<file path="config.mk">
export PLATFORM = sky130hd
export DESIGN_NAME = pfr_page_reader
export DESIGN_NICKNAME = d
export VERILOG_FILES = /design/src/rtl/pfr_pkg.sv /design/src/rtl/pfr_page_track.sv /design/src/rtl/pfr_wait_timer.sv /design/src/rtl/pfr_idle_timer.sv /design/src/rtl/pfr_page_reader.sv
export SDC_FILE = /design/constraint.sdc
export NUM_CORES = 1
export LEC_CHECK = 0
export ABC_AREA = 1
export ABC_CLOCK_PERIOD_IN_PS = 1500
export BUFFER_PORTS_ARGS = -buffer_cell sky130_fd_sc_hd__clkbuf_2
export CORE_AREA = 8 8 89 75
export DETAILED_ROUTE_END_ITERATION = 10
export DIE_AREA = 0 0 97 83
export MAX_ROUTING_LAYER = met4
export PLACE_DENSITY = 0.76
export REMOVE_ABC_BUFFERS = 1
export SYNTH_ARGS = -nofsm -noshare
export SYNTH_HDL_FRONTEND = slang
export SYNTH_HIERARCHICAL = 1
export SYNTH_SLANG_ARGS = --single-unit
</file>
<file path="constraint.sdc">
create_clock -name clk -period 1.5 [get_ports clk]
set_input_delay 0.3 -clock clk [delete_from_list [all_inputs] [get_ports clk]]
set_output_delay 0.3 -clock clk [all_outputs]
set_load 0.005 [all_outputs]
</file>
<file path="src/rtl/pfr_pkg.sv">
package pfr_pkg;

    localparam int FA_W  = 12;              // byte address bits
    localparam int DQ_W  = 16;              // flash data bus width
    localparam int OFS_W = 3;               // byte offset bits inside a page
    localparam int PG_W  = FA_W - OFS_W;    // page number bits

    typedef enum logic [1:0] {
        PS_CLOSED = 2'd0,
        PS_OPEN   = 2'd1,
        PS_WAIT   = 2'd2
    } pfr_state_e;

    typedef struct packed {
        logic            bmode;
        logic [FA_W-1:0] addr;
    } pfr_req_t;

    typedef struct packed {
        logic            bmode;
        logic [PG_W-1:0] page;
    } pfr_tag_t;

    function automatic pfr_tag_t tag_of(pfr_req_t r);
        pfr_tag_t t;
        t.bmode = r.bmode;
        t.page  = r.addr[FA_W-1:OFS_W];
        return t;
    endfunction

    function automatic logic [DQ_W-1:0] fmt_data(logic bmode, logic [DQ_W-1:0] dq);
        return bmode ? {{(DQ_W-8){1'b0}}, dq[7:0]} : dq;
    endfunction

endpackage

</file>
<file path="src/rtl/pfr_page_track.sv">
module pfr_page_track
    import pfr_pkg::*;
(
    input  logic     clk,
    input  logic     rst,
    input  logic     clr,
    input  logic     upd,
    input  pfr_tag_t tag_in,
    output logic     hit
);
    pfr_tag_t tag_q;
    logic     vld_q;

    always_ff @(posedge clk) begin
        if (rst) begin
            tag_q <= '0;
            vld_q <= 1'b0;
        end else if (upd) begin
            tag_q <= tag_in;
            vld_q <= 1'b1;
        end else if (clr) begin
            vld_q <= 1'b0;
        end
    end

    assign hit = vld_q && (tag_q == tag_in);
endmodule

</file>
<file path="src/rtl/pfr_wait_timer.sv">
module pfr_wait_timer #(
    parameter int LONG_WAIT  = 7,
    parameter int SHORT_WAIT = 2
) (
    input  logic clk,
    input  logic rst,
    input  logic load,
    input  logic use_short,
    output logic done
);
    localparam int CW = $clog2(LONG_WAIT + 1);
    localparam logic [CW-1:0] LONG_M1  = CW'(LONG_WAIT - 1);
    localparam logic [CW-1:0] SHORT_M1 = CW'(SHORT_WAIT - 1);

    logic [CW-1:0] cnt_q;

    always_ff @(posedge clk) begin
        if (rst)
            cnt_q <= '0;
        else if (load)
            cnt_q <= use_short ? SHORT_M1 : LONG_M1;
        else if (cnt_q != '0)
            cnt_q <= cnt_q - 1'b1;
    end

    assign done = (cnt_q == '0);
endmodule

</file>
<file path="src/rtl/pfr_idle_timer.sv">
module pfr_idle_timer #(
    parameter int IDLE_CYC = 4
) (
    input  logic clk,
    input  logic rst,
    input  logic clr,
    input  logic inc,
    output logic at_limit
);
    localparam int IW = $clog2(IDLE_CYC + 1);
    localparam logic [IW-1:0] LIM_M1 = IW'(IDLE_CYC - 1);

    logic [IW-1:0] cnt_q;

    always_ff @(posedge clk) begin
        if (rst || clr)
            cnt_q <= '0;
        else if (inc && cnt_q != LIM_M1)
            cnt_q <= cnt_q + 1'b1;
    end

    assign at_limit = (cnt_q == LIM_M1);
endmodule

</file>
<file path="src/rtl/pfr_page_reader.sv">
module pfr_page_reader
    import pfr_pkg::*;
#(
    parameter int LONG_WAIT  = 7,
    parameter int SHORT_WAIT = 2,
    parameter int IDLE_CYC   = 4
) (
    input  logic            clk,
    input  logic            rst,
    input  logic            req_valid,
    output logic            req_ready,
    input  logic [FA_W-1:0] req_addr,
    input  logic            req_bmode,
    output logic            rsp_valid,
    output logic [DQ_W-1:0] rsp_data,
    output logic            fl_ce_n,
    output logic            fl_oe_n,
    output logic            fl_we_n,
    output logic            fl_byte_n,
    output logic [FA_W-2:0] fl_addr,
    output logic            fl_am1,
    input  logic [DQ_W-1:0] fl_dq
);
    pfr_state_e      state_q, state_d;
    pfr_req_t        cur_q, req_in;
    logic            accept, hit, wdone, done, at_limit, expire;
    logic            rsp_valid_q;
    logic [DQ_W-1:0] rsp_data_q;

    assign req_in.bmode = req_bmode;
    assign req_in.addr  = req_addr;
    assign req_ready    = (state_q != PS_WAIT);
    assign accept       = req_valid && req_ready;
    assign done         = (state_q == PS_WAIT) && wdone;
    assign expire       = (state_q == PS_OPEN) && at_limit && !accept;

    pfr_page_track u_track (
        .clk    (clk),
        .rst    (rst),
        .clr    (expire),
        .upd    (accept),
        .tag_in (tag_of(req_in)),
        .hit    (hit)
    );

    pfr_wait_timer #(
        .LONG_WAIT  (LONG_WAIT),
        .SHORT_WAIT (SHORT_WAIT)
    ) u_wait (
        .clk       (clk),
        .rst       (rst),
        .load      (accept),
        .use_short (hit),
        .done      (wdone)
    );

    pfr_idle_timer #(
        .IDLE_CYC (IDLE_CYC)
    ) u_idle (
        .clk      (clk),
        .rst      (rst),
        .clr      (done),
        .inc      (state_q == PS_OPEN),
        .at_limit (at_limit)
    );

    always_comb begin
        state_d = state_q;
        case (state_q)
            PS_CLOSED: if (accept) state_d = PS_WAIT;
            PS_OPEN: begin
                if (accept)      state_d = PS_WAIT;
                else if (expire) state_d = PS_CLOSED;
            end
            PS_WAIT:   if (wdone) state_d = PS_OPEN;
            default:   state_d = PS_CLOSED;
        endcase
    end

    always_ff @(posedge clk) begin
        if (rst) begin
            state_q     <= PS_CLOSED;
            cur_q       <= '0;
            rsp_valid_q <= 1'b0;
            rsp_data_q  <= '0;
        end else begin
            state_q     <= state_d;
            rsp_valid_q <= done;
            if (accept)
                cur_q <= req_in;
            if (done)
                rsp_data_q <= fmt_data(cur_q.bmode, fl_dq);
        end
    end

    assign rsp_valid = rsp_valid_q;
    assign rsp_data  = rsp_data_q;
    assign fl_ce_n   = (state_q == PS_CLOSED);
    assign fl_oe_n   = (state_q != PS_WAIT);
    assign fl_we_n   = 1'b1;
    assign fl_byte_n = !cur_q.bmode;
    assign fl_addr   = cur_q.addr[FA_W-1:1];
    assign fl_am1    = cur_q.bmode & cur_q.addr[0];
endmodule

</file>
Word level (Yosys, flattened, before mapping) --
Cells that the tools add are included.
Operators by class: mux-type cells 11, reduce and logical (&&, ||, !) cells 15, bitwise operators 1, add/sub/neg operators 2, equal/unequal tests 9
Operators with widths (number):
- 16-bit 2-to-1 mux | 1
- 10-bit == test | 1
- 3-bit 2-to-1 mux | 3
- 2-bit 2-to-1 mux | 4
- 1-bit logical AND | 6
- 2-bit one-hot mux with 3 select lines | 1
- 2-bit inequality test (second input constant) | 2
- 2-bit nonzero test | 2
- 3-bit by 1-bit adder with 3-bit output (second input constant) | 1
- 3-bit by 2-bit == test with 1-bit output (second input constant) | 1
- 3-bit zero test | 1
- 3-bit by 2-bit inequality test with 1-bit output (second input constant) | 1
- 3-bit inequality test (second input constant) | 1
- 3-bit AND reduction | 1
- 3-bit nonzero test | 1
- 3-bit by 1-bit subtractor with 3-bit output (second input constant) | 1
- 2-bit by 1-bit == test with 1-bit output (second input constant) | 1
- 2-bit == test (second input constant) | 1
- 1-bit zero test | 2
- 2-bit zero test | 1
- 1-bit 2-to-1 mux | 2
- 2-bit by 1-bit inequality test with 1-bit output (second input constant) | 1
- 1-bit bitwise AND | 1
- 1-bit logical OR | 1
Word-level totals: bits of input ports 32, word-level logic and storage cells 47, output and inout port bits 34, flip-flop bits (word level) 48

Longest topological paths before layout --
Gate-level depths: netlist of the first run.
word-level depth 7, mapped depth 14, gate-level depth less buffers 14

Cells and area by module --
Netlist of the first run, hierarchy kept.
Modules (own cells, without submodules):
- pfr_page_reader | seq. area each 640.6 um^2, cells each 222, area an instance 1500.2 um^2, instances 1
- pfr_page_track | seq. area each 220.2 um^2, cells each 86, area an instance 580.6 um^2, instances 1
- pfr_wait_timer | seq. area each 60.1 um^2, cells each 35, area an instance 216.5 um^2, instances 1
- pfr_idle_timer | seq. area each 60.1 um^2, cells each 23, area an instance 158.9 um^2, instances 1

Worst setup path before layout of the first run --
OpenSTA, ideal clock, no wires.
path kind reg-to-reg, from reg u_wait.cnt_q[0], to reg u_idle.cnt_q[0], clock period less this slack 1.410 ns, cell stages (with the launch flop) 11, arrival time 1.346 ns, path slack 0.090 ns, buffers on the path 1, data required time 1.436 ns, library setup time 0.064 ns, cell sequence dfxtp_1 -> inv_1 -> ha_1 -> inv_1 -> nor2_2 -> nand3_4 -> buf_2 -> inv_1 -> nor2_1 -> nand2_1 -> nor2_1
On the way: longest elaborated chain between the ends 3
RTL lines:
- from (decl) | RTL line pfr_wait_timer.sv:15 | logic [CW-1:0] cnt_q;
- from (signal assigned) | RTL line pfr_wait_timer.sv:21 | cnt_q <= use_short ? SHORT_M1 : LONG_M1;
- from (signal assigned) | RTL line pfr_wait_timer.sv:23 | cnt_q <= cnt_q - 1'b1;
- 3-bit zero test | RTL line pfr_wait_timer.sv:26 | assign done = (cnt_q == '0);
- via wdone | RTL line pfr_page_reader.sv:26 | logic accept, hit, wdone, done, at_limit, expire;
- 1-bit logical AND | RTL line pfr_page_reader.sv:34 | assign done = (state_q == PS_WAIT) && wdone;
- via done | RTL line pfr_page_reader.sv:26
- 1-bit logical OR | RTL line pfr_idle_timer.sv:16 | if (rst || clr)
- to (signal assigned) | RTL line pfr_idle_timer.sv:19 | cnt_q <= cnt_q + 1'b1;
- to (decl) | RTL line pfr_idle_timer.sv:13 | logic [IW-1:0] cnt_q;
The timed path passes the listed nets, and every way through them passes these cells. A chain may end at the register's enable or synchronous reset.

Final worst setup path of the first run --
from reg state_q[1], to out req_ready
On the way: longest elaborated chain between the ends 1
RTL lines:
- from (decl) | RTL line pfr_page_reader.sv:24 | pfr_state_e state_q, state_d;
- from (signal assigned) | RTL line pfr_page_reader.sv:87 | state_q <= state_d;
- 2-bit inequality test | RTL line pfr_page_reader.sv:32 | assign req_ready = (state_q != PS_WAIT);
- to (decl) | RTL line pfr_page_reader.sv:11 | output logic req_ready,
Every way passes these cells.

==> summary.txt, run 1 <==
Outcome - complete, no violations
Proportion of layout cells with a drive suffix above 1 - 25.5%
Mean Syn Cell Area - 6.71 sq um
CP arrival - 1.11 ns
Hold Path Class - in2reg
Min-delay src - fl_dq[0]
Final ANT Viol Nets - 0
Setup violators final - 0
TritonCTS clock tree - built
Antenna diode count - 0
Detailed-route DRC error count - 0
Ys Warns - 6
Clk pwr share - 29.7%
Gr usage total - 14.3%
Leak pwr - 0.00161 uW
Yosys cell types - 27
Core Rows - 24
Synth area leaders - dfxtp_1, nand2_1, nor2_1, inv_1, nand3_1
First-pass GRT wire length - 9.56 mm
Iteration-0 DRC Markers - 115
Gr ovfl total - 0
Vias in the first global route - 2095
# clock sinks - 49
Yosys top cell by area - dfxtp_1
Slowest-stage cell, CP - dfxtp_1
Largest net degree at the start of global routing - 31
Crit Path Class - reg2out
H-tree depth - 2
Internal power - 2300 uW
Sw Ratio - 29.7%
Worst Clk Skew - 0.00807 ns
Synth Flop Type - dfxtp_1
Area grow syn2layout - 18.3%
CTS buffer count - 5
Flop pwr share - 46.4%
Post-DP HPWL - 4.29 mm
Die height - 83 microns
Critical Path Fanout Max - 14
Fmax - 709 MHz
Initial antenna violation count - 0
CP Capture Type - output port
Fin Setup TNS - 0 ns
Final min period - 1.41 ns
Die Width - 97 microns
Critical path origin - state_q[1]$_SDFFE_PP0P_
Final #Nets - 458
Post-synthesis sequential area ratio - 39.9%
Routed vias/inst - 4.59
Setup Slack @ Placement - 0.0184 ns
Clk_lat worst skew - 0.30 ns
P_sw - 969 uW
Final WL - 5.67 mm
Final Hold Fails - 0
Hold_buf cts - 0
Fin crit share - 94.0%
Comb pwr share - 23.8%
Placeable Area - 5260 sq um
Pins Over Slew Limit - 0
GP Congestion - 0.884
Worst setup margin - 0.0896 ns
Post-Syn Instances - 366
Worst-path clk slew - 0.08 ns
Critical path buffers and inverters - 1
Startpoint Class - register
PwrDens - 1120 nW/um^2
Max VDD drop - 0.460 mV
Die ar. - 8050 sq um
Worst stage delay on the critical path - 0.49 ns
CTS root buf - clkbuf_8
Post-synth EDFFs - 0
Most common cell in the netlist - nand2_1
Avg WL per Cell - 11.6 microns
Vias - 2240
Starting Density - 46.7%
Max-cap viol count - 0
Post-synth ARST share - 0%
Worst-path cell chain - nand2_4 > clkbuf_2
Clk buf depth - 2
Leading cell types by count after synthesis - nand2_1, nor2_1, inv_1
Synth Cell Area - 2460 sq um
Worst Path Required - 1.20 ns
Post-synth top area share - 39.9%
Num ports - 66
Port-buffer cells - 64
Seq cells post-synth - 49
Cell family with most CP delay - flip-flops
Worst r2r src - u_wait/cnt_q[0]$_SDFFE_PP0P_
1st-pass router iterations - 4
## cells in the final DEF, fill, tap and decap left out, drive strengths merged
master,netlist,layout
nor4,1,1
ha,4,4
a21boi,1,1
conb,1,1
o21ai,3,3
nand2,86,86
bufinv,0,1
buf,25,10
a21oi,5,5
nor2,83,83
o22ai,1,1
inv,68,68
nand3,29,29
dfxtp,49,49
clkbuf,0,71
xor2,1,1
a211oi,9,9
## power groups by stage
| stage | Clock (uW) | Sequential [uW] | Combinational, uW |
|---|---|---|---|
| global placement | 0 | 1540 | 726 |
| CTS | 1000 | 1510 | 756 |
| floorplan | 0 | 1540 | 455 |
| finish | 971 | 1520 | 779 |
| detailed placement | 0 | 1540 | 748 |
| global route | 1040 | 1540 | 883 |
## cells by family (layout without fill, tap and decap cells)
| family | after synthesis | after routing | synth area share (%) |
|---|---|---|---|
| other | 1 | 1 | 0.153 |
| AO/OA/AOI/OAI | 19 | 19 | 6.37 |
| buffers and inverters | 93 | 150 | 17.7 |
| adder cells (fa/ha/maj) | 4 | 4 | 2.04 |
| XOR/XNOR | 1 | 1 | 0.357 |
| AND/OR/NAND/NOR | 199 | 199 | 33.4 |
| flip-flops | 49 | 49 | 39.9 |
## worst reg2reg max path: stages, from the launching register on
cell and delay, ns:
dfxtp_1 0.33, inv_1 0.09, ha_2 0.19, inv_1 0.07, nor2_4 0.13, nand3_4 0.13, buf_12 0.18, nand2_1 0.06
nand2_1 0.04, nor2_1 0.09
## path summary, 6_finish.rpt
check	endpoint	slack, ns	cells past startpoint
worst max register to register	rsp_data[3]$_SDFFE_PP0P_	0.12	9
worst min register to register	rsp_data[14]$_SDFFE_PP0P_	0.47	2
worst max-delay path	req_ready	0.09	2
worst min-delay path	rsp_data[0]$_SDFFE_PP0P_	0.22	3
## flip-flops by register name (all words and copies together), names as in the netlist
signal         flops
state_q            2
rsp_valid          1
rsp_data          16
u_track/vld_q      1
u_wait/cnt_q       3
cur_q              2
fl_addr           11
u_idle/cnt_q       3
u_track/tag_q     10
## area by class of cell
class / instances / area [sq um]
Multi-Input combinational cell: 224 / 1060
Clock buffer: 7 / 86.3
Tap cell: 65 / 81.3
Sequential cell: 49 / 981
Fill cell: 495 / 2350
Clock inverter: 1 / 30.0
Inverter: 68 / 255
Timing Repair Buffer: 74 / 408
## layer usage
layer	vias up	wire, microns	track usage, %
met2	55	2670	22.1
met4	0	99	5.30
li1	1188	-	-
met5	-	0	-
met3	9	176	3.15
met1	988	2710	17.8
## metrics by stage
step | hold slack, ns | cells | util, % | area (sq um) | power [uW]
6_report | 0.218 | 488 | 55.3 | 2910 | 3270
5_1_grt | 0.223 | 488 | 55.3 | 2910 | 3470
4_1_cts | 0.213 | 487 | 54.6 | 2870 | 3270
3_5_place_dp | 0.462 | 479 | 52.2 | 2750 | 2290
3_3_place_gp | 0.451 | 479 | 52.2 | 2750 | 2260
2_1_floorplan | 0.369 | 341 | - | 2280 | 2000
## timing repair
action	4_1_cts	5_1_grt
endpoints found under the setup margin	3	22
buffers inserted	0	1
resized for setup	2	9
Power figures use the tool's default switching activity.
==> inputs of run 2 (changes only) <==
--- a/config.mk
+++ b/config.mk
@@ -14,6 +14,8 @@
 export MAX_ROUTING_LAYER = met4
 export PLACE_DENSITY = 0.76
 export REMOVE_ABC_BUFFERS = 1
+export SETUP_SLACK_MARGIN = 0.1
+export SLEW_MARGIN = 20
 export SYNTH_ARGS = -nofsm -noshare
 export SYNTH_HDL_FRONTEND = slang
 export SYNTH_HIERARCHICAL = 1
==> run 2 against run 1 <==
Largest power group unchanged. Via count is 3.6% higher. Wire length rose by 10%. Clock-buffer cell count stayed put. Final area rose by 5.0%. First-iteration DRC count is 37% higher. Combinational power grew 17%. Highest routed layer unchanged. Largest cell class unchanged.
==> summary.txt, run 2 (same netlist as run 1, synthesis figures left out) <==
Gr ovfl total - 0
Critical Path Fanout Max - 5
Final WL - 6.24 mm
Placeable Area - 5260 sq um
Area grow syn2layout - 24.2%
Starting Density - 46.7%
Hold Path Class - in2reg
Vias in the first global route - 2130
Routed vias/inst - 4.68
Gr usage total - 14.5%
Most frequent cells in the layout - nand2_1, nor2_1, clkbuf_2, inv_1, dfxtp_1
Core Rows - 24
Iteration-0 DRC Markers - 158
Worst Path Required - 1.75 ns
CTS buffer count - 5
GP Congestion - 0.884
Leading cell type in the layout, fill and taps excluded - nand2_1
Max-cap viol count - 0
Largest net degree at the start of global routing - 31
Startpoint Class - register
Die Width - 97 microns
Worst Clk Skew - 0.00751 ns
1st-pass router iterations - 4
Max VDD drop - 0.478 mV
Post-DP HPWL - 4.29 mm
PwrDens - 1120 nW/um^2
Pins Over Slew Limit - 0
CTS root buf - clkbuf_8
RSZ-0062 raised after global routing - yes
Fmax - 715 MHz
Final instance area - 3050 sq um
Number of flip-flops in the largest register - 16
Leak pwr - 0.00166 uW
Final ANT Viol Nets - 0
CP Capture Type - register
Total power - 3420 uW
Setup violators final - 0
Clk_lat worst skew - 0.31 ns
Antenna diode count - 0
Avg WL per Cell - 12.6 microns
First-pass GRT wire length - 9.65 mm
Detailed-route DRC error count - 0
Post-DP Area - 2750 sq um
Outcome - complete, no violations
Initial antenna violation count - 0
Final Hold Fails - 0
Worst-path clk slew - 0.09 ns
H-tree depth - 2
# clock sinks - 49
Vias - 2320
Die ar. - 8050 sq um
TritonCTS clock tree - built
Final min period - 1.40 ns
Layout Utilization - 58.1%
Crit Path Class - reg2reg
Fin crit share - 93.2%
Die height - 83 microns
Proportion of layout cells with a drive suffix above 1 - 29.9%
CP arrival - 1.64 ns
Port-buffer cells - 64
Final #Nets - 466
Clk buf depth - 2
Num ports - 66
## run 2: worst paths after layout
kind                                                    from                   endpoint  slack, ns  cells past startpoint
worst min-delay path                                fl_dq[5]   rsp_data[5]$_SDFFE_PP0P_       0.21                      3
worst max-delay path            u_wait/cnt_q[1]$_SDFFE_PP0P_   rsp_data[2]$_SDFFE_PP0P_       0.10                      9
worst min register to register     rsp_data[14]$_SDFFE_PP0P_  rsp_data[14]$_SDFFE_PP0P_       0.47                      2
worst max register to register  u_wait/cnt_q[1]$_SDFFE_PP0P_   rsp_data[2]$_SDFFE_PP0P_       0.10                      9
## run 2: worst max-delay path: stages (launching register included)
cell       delay, ns
dfxtp_2         0.33
inv_2           0.08
ha_4            0.15
inv_2           0.05
nor2_4          0.18
nand3_4         0.16
clkbuf_16       0.19
nand2_1         0.05
nand2_1         0.04
nor2_1          0.10
## run 2: through the flow
| step | cells | hold slack, ns | TNS, ns | setup slack [ns] |
|---|---|---|---|---|
| detailed placement | 479 | 0.462 | 0 | 0.0184 |
| global route | 496 | 0.213 | -0.0158 | -0.0158 |
| floorplan | 341 | 0.369 | 0 | 0.0708 |
| CTS | 489 | 0.213 | 0 | 0.112 |
| global placement | 479 | 0.451 | 0 | 0.0830 |
| finish | 496 | 0.206 | 0 | 0.102 |
## run 2: timing repair
item / in CTS / in global routing
gates cloned: 0 / 5
pin swaps: 0 / 5
hold buffers: 0 / 0
gates resized for setup: 7 / 21
setup endpoints to repair: 16 / 26
setup buffers: 2 / 2
## run 2: routing by layer
layer	track usage, %	wire, microns	vias up
li1	-	-	1204
met1	17.8	2940	1049
met2	22.9	3030	60
met3	2.90	192	7
met4	5.16	79	0
met5	-	0	-
## run 2: area by class of cell
type	instances	area, sq um
fill	469	2200
multi-input combinational	226	1110
sequential	49	987
inverter	68	258
tap	65	81.3
timing repair buffer	80	495
clock inverter	1	30.0
clock buffer	7	86.3
## run 2: power by group
group / internal, uW / switching [uW]
registers: 1440 / 89.9
logic: 398 / 514
clock network: 544 / 437
total: 2380 / 1040
==> inputs of run 3 (changes only) <==
--- a/config.mk
+++ b/config.mk
@@ -8,11 +8,13 @@
 export ABC_AREA = 1
 export ABC_CLOCK_PERIOD_IN_PS = 1500
 export BUFFER_PORTS_ARGS = -buffer_cell sky130_fd_sc_hd__clkbuf_2
-export CORE_AREA = 8 8 89 75
+export CELL_PAD_IN_SITES_DETAIL_PLACEMENT = 1
+export CELL_PAD_IN_SITES_GLOBAL_PLACEMENT = 1
+export CORE_AREA = 8 8 92 102
 export DETAILED_ROUTE_END_ITERATION = 10
-export DIE_AREA = 0 0 97 83
+export DIE_AREA = 0 0 100 110
 export MAX_ROUTING_LAYER = met4
-export PLACE_DENSITY = 0.76
+export PLACE_DENSITY_LB_ADDON = 0.1
 export REMOVE_ABC_BUFFERS = 1
 export SETUP_SLACK_MARGIN = 0.1
 export SLEW_MARGIN = 20
==> run 3 against run 2 <==
Sequential cell count stayed put. Sequential share of layout area is 0.61 points lower. Global-route usage is 2.0 points lower. Cell count is 8.9% higher. Clock-buffer cell count is 1 lower. Hold slack worse by 0.025 ns. Critical path depth stayed put. Final area is 2.2% higher.
==> summary.txt, run 3 (same netlist as run 1, synthesis figures left out) <==
Hold_buf cts - 0
H-tree depth - 2
Hold depth - 2
Final WL - 6.80 mm
Die Width - 100 microns
Final ANT Viol Nets - 0
Die ar. - 11000 sq um
Proportion of layout cells with a drive suffix above 1 - 31.7%
Slowest-stage cell, CP - dfxtp_2
CTS root buf - clkbuf_8
Fin Setup TNS - 0 ns
Worst-path cell chain - inv_4 > ha_4 > inv_2 > nor2_4 > nand3_4 > clkbuf_16 > nand2_1 > nand2_1 > nor2_1
Worst Path Required - 1.75 ns
Worst Clk Skew - 0.00715 ns
CP Capture Type - register
1st-pass router iterations - 4
Worst r2r src - u_wait/cnt_q[1]$_SDFFE_PP0P_
Register area - 990 sq um
Outcome - complete, no violations
Detailed-route DRC error count - 0
Crit path top cell by count - nand2_1
Fmax - 719 MHz
Internal power - 2180 uW
Iteration-0 DRC Markers - 37
Multi-input gate area - 1120 sq um
Most frequent cells in the layout - nand2_1, nor2_1, clkbuf_2, inv_1, dfxtp_1
# clock sinks - 49
Worst-path clk slew - 0.09 ns
Leak pwr - 0.00167 uW
Flop pwr share - 47.2%
Number of flip-flops in the largest register - 16
Hold Crit Endpoint - u_track/tag_q[8]$_SDFFE_PP0P_
Gr usage total - 12.5%
RSZ-0062 raised after global routing - yes
R2R Path End - rsp_data[5]$_SDFFE_PP0P_
Largest net degree at the start of global routing - 31
Gr ovfl total - 0
Starting Density - 31.7%
Vias in the first global route - 2319
Min-delay src - rst
Initial antenna violation count - 0
Clk_lat worst skew - 0.30 ns
CTS buffer count - 5
Area grow syn2layout - 26.9%
Port-buffer cells - 64
Max VDD drop - 0.384 mV
Cell family with most CP delay - simple AND/OR/NAND/NOR gates
P_sw - 1050 uW
Startpoint Class - register
Leading cell type in the layout, fill and taps excluded - nand2_1
Worst stage delay on the critical path - 0.34 ns
Cells on worst reg2reg path - 9
Clk buf depth - 2
First-pass GRT wire length - 10.8 mm
Final Hold Fails - 0
Num ports - 66
Non-filler cells, final - 540
Final min period - 1.39 ns
Core Rows - 34
Critical path buffers and inverters - 3
Reg-to-reg slack, setup - 0.11 ns
Layout Utilization - 40.3%
Setup violators final - 0
Crit Path Class - reg2reg
Max-cap viol count - 0
Fin crit share - 92.7%
Final #Nets - 467
Routed vias/inst - 4.30
CP arrival - 1.64 ns
Clk pwr share - 23.9%
Antenna diode count - 0
Post-DP HPWL - 4.81 mm
Levels on crit path - 9
FILL cells - 1051
Comb pwr share - 29.0%
Critical Path Fanout Max - 12
Placeable Area - 7740 sq um
Placed cell count - 525
TritonCTS clock tree - built
PwrDens - 1030 nW/um^2
Vias - 2324
GP Congestion - 0.739
Die height - 110 microns
Avg WL per Cell - 12.6 microns
Pins Over Slew Limit - 0
Hold Path Class - in2reg
Sw Ratio - 32.4%
==> run 3: what timing repair did <==
action                     4_1_cts  5_1_grt
gates cloned                     0        3
pin swaps                        0        5
gates resized for setup          1       34
setup endpoints to repair        2       29
buffers inserted                 0        4
==> run 3: layout make-up <==
cell class | instances | share of cell area (%)
clock buffer | 6 | 2.33
timing repair buffer | 82 | 16.9
clock inverter | 2 | 0.321
sequential | 49 | 31.7
multi-input combinational | 225 | 36.0
tap | 108 | 4.33
inverter | 68 | 8.35
==> run 3: power groups by stage <==
| stage | clock network (uW) | registers (uW) | logic (uW) |
|---|---|---|---|
| after floorplan | 0 | 1540 | 455 |
| after global placement | 0 | 1540 | 783 |
| after detailed placement | 0 | 1540 | 795 |
| after CTS | 823 | 1510 | 799 |
| after global routing | 881 | 1540 | 1050 |
| final | 769 | 1520 | 934 |
==> run 3: through the flow <==
stage / total power (uW) / setup slack [ns] / area (sq um) / hold WS, ns
2_1_floorplan: 2000 / 0.0708 / 2280 / 0.369
3_3_place_gp: 2320 / 0.0171 / 2850 / 0.451
3_5_place_dp: 2340 / 0.000165 / 2850 / 0.451
4_1_cts: 3130 / 0.0928 / 2930 / 0.172
5_1_grt: 3480 / 0.0242 / 3120 / 0.171
6_report: 3220 / 0.110 / 3120 / 0.181
==> run 3: per-layer routing <==
metal / part of all wire (%) / vias to the layer above / global-route usage, %
li1: - / 1203 / -
met1: 44 / 1080 / 14.0
met2: 51 / 36 / 21.3
met3: 4.5 / 5 / 3.27
met4: 0.84 / 0 / 3.89
met5: 0 / - / -
==> run 3: worst max-delay path by stage <==
stage / start / to / slack [ns]
after global placement: req_bmode / u_wait/cnt_q[1]$_SDFFE_PP0P_ / 0.02
after global routing: u_wait/cnt_q[0]$_SDFFE_PP0P_ / rsp_data[5]$_SDFFE_PP0P_ / 0.02
final: u_wait/cnt_q[1]$_SDFFE_PP0P_ / rsp_data[5]$_SDFFE_PP0P_ / 0.11
after detailed placement: req_bmode / u_wait/cnt_q[1]$_SDFFE_PP0P_ / 0.0002
after CTS: u_wait/cnt_q[0]$_SDFFE_PP0P_ / rsp_data[3]$_SDFFE_PP0P_ / 0.09
after floorplan: state_q[1]$_SDFFE_PP0P_ / u_wait/cnt_q[0]$_SDFFE_PP0P_ / 0.07
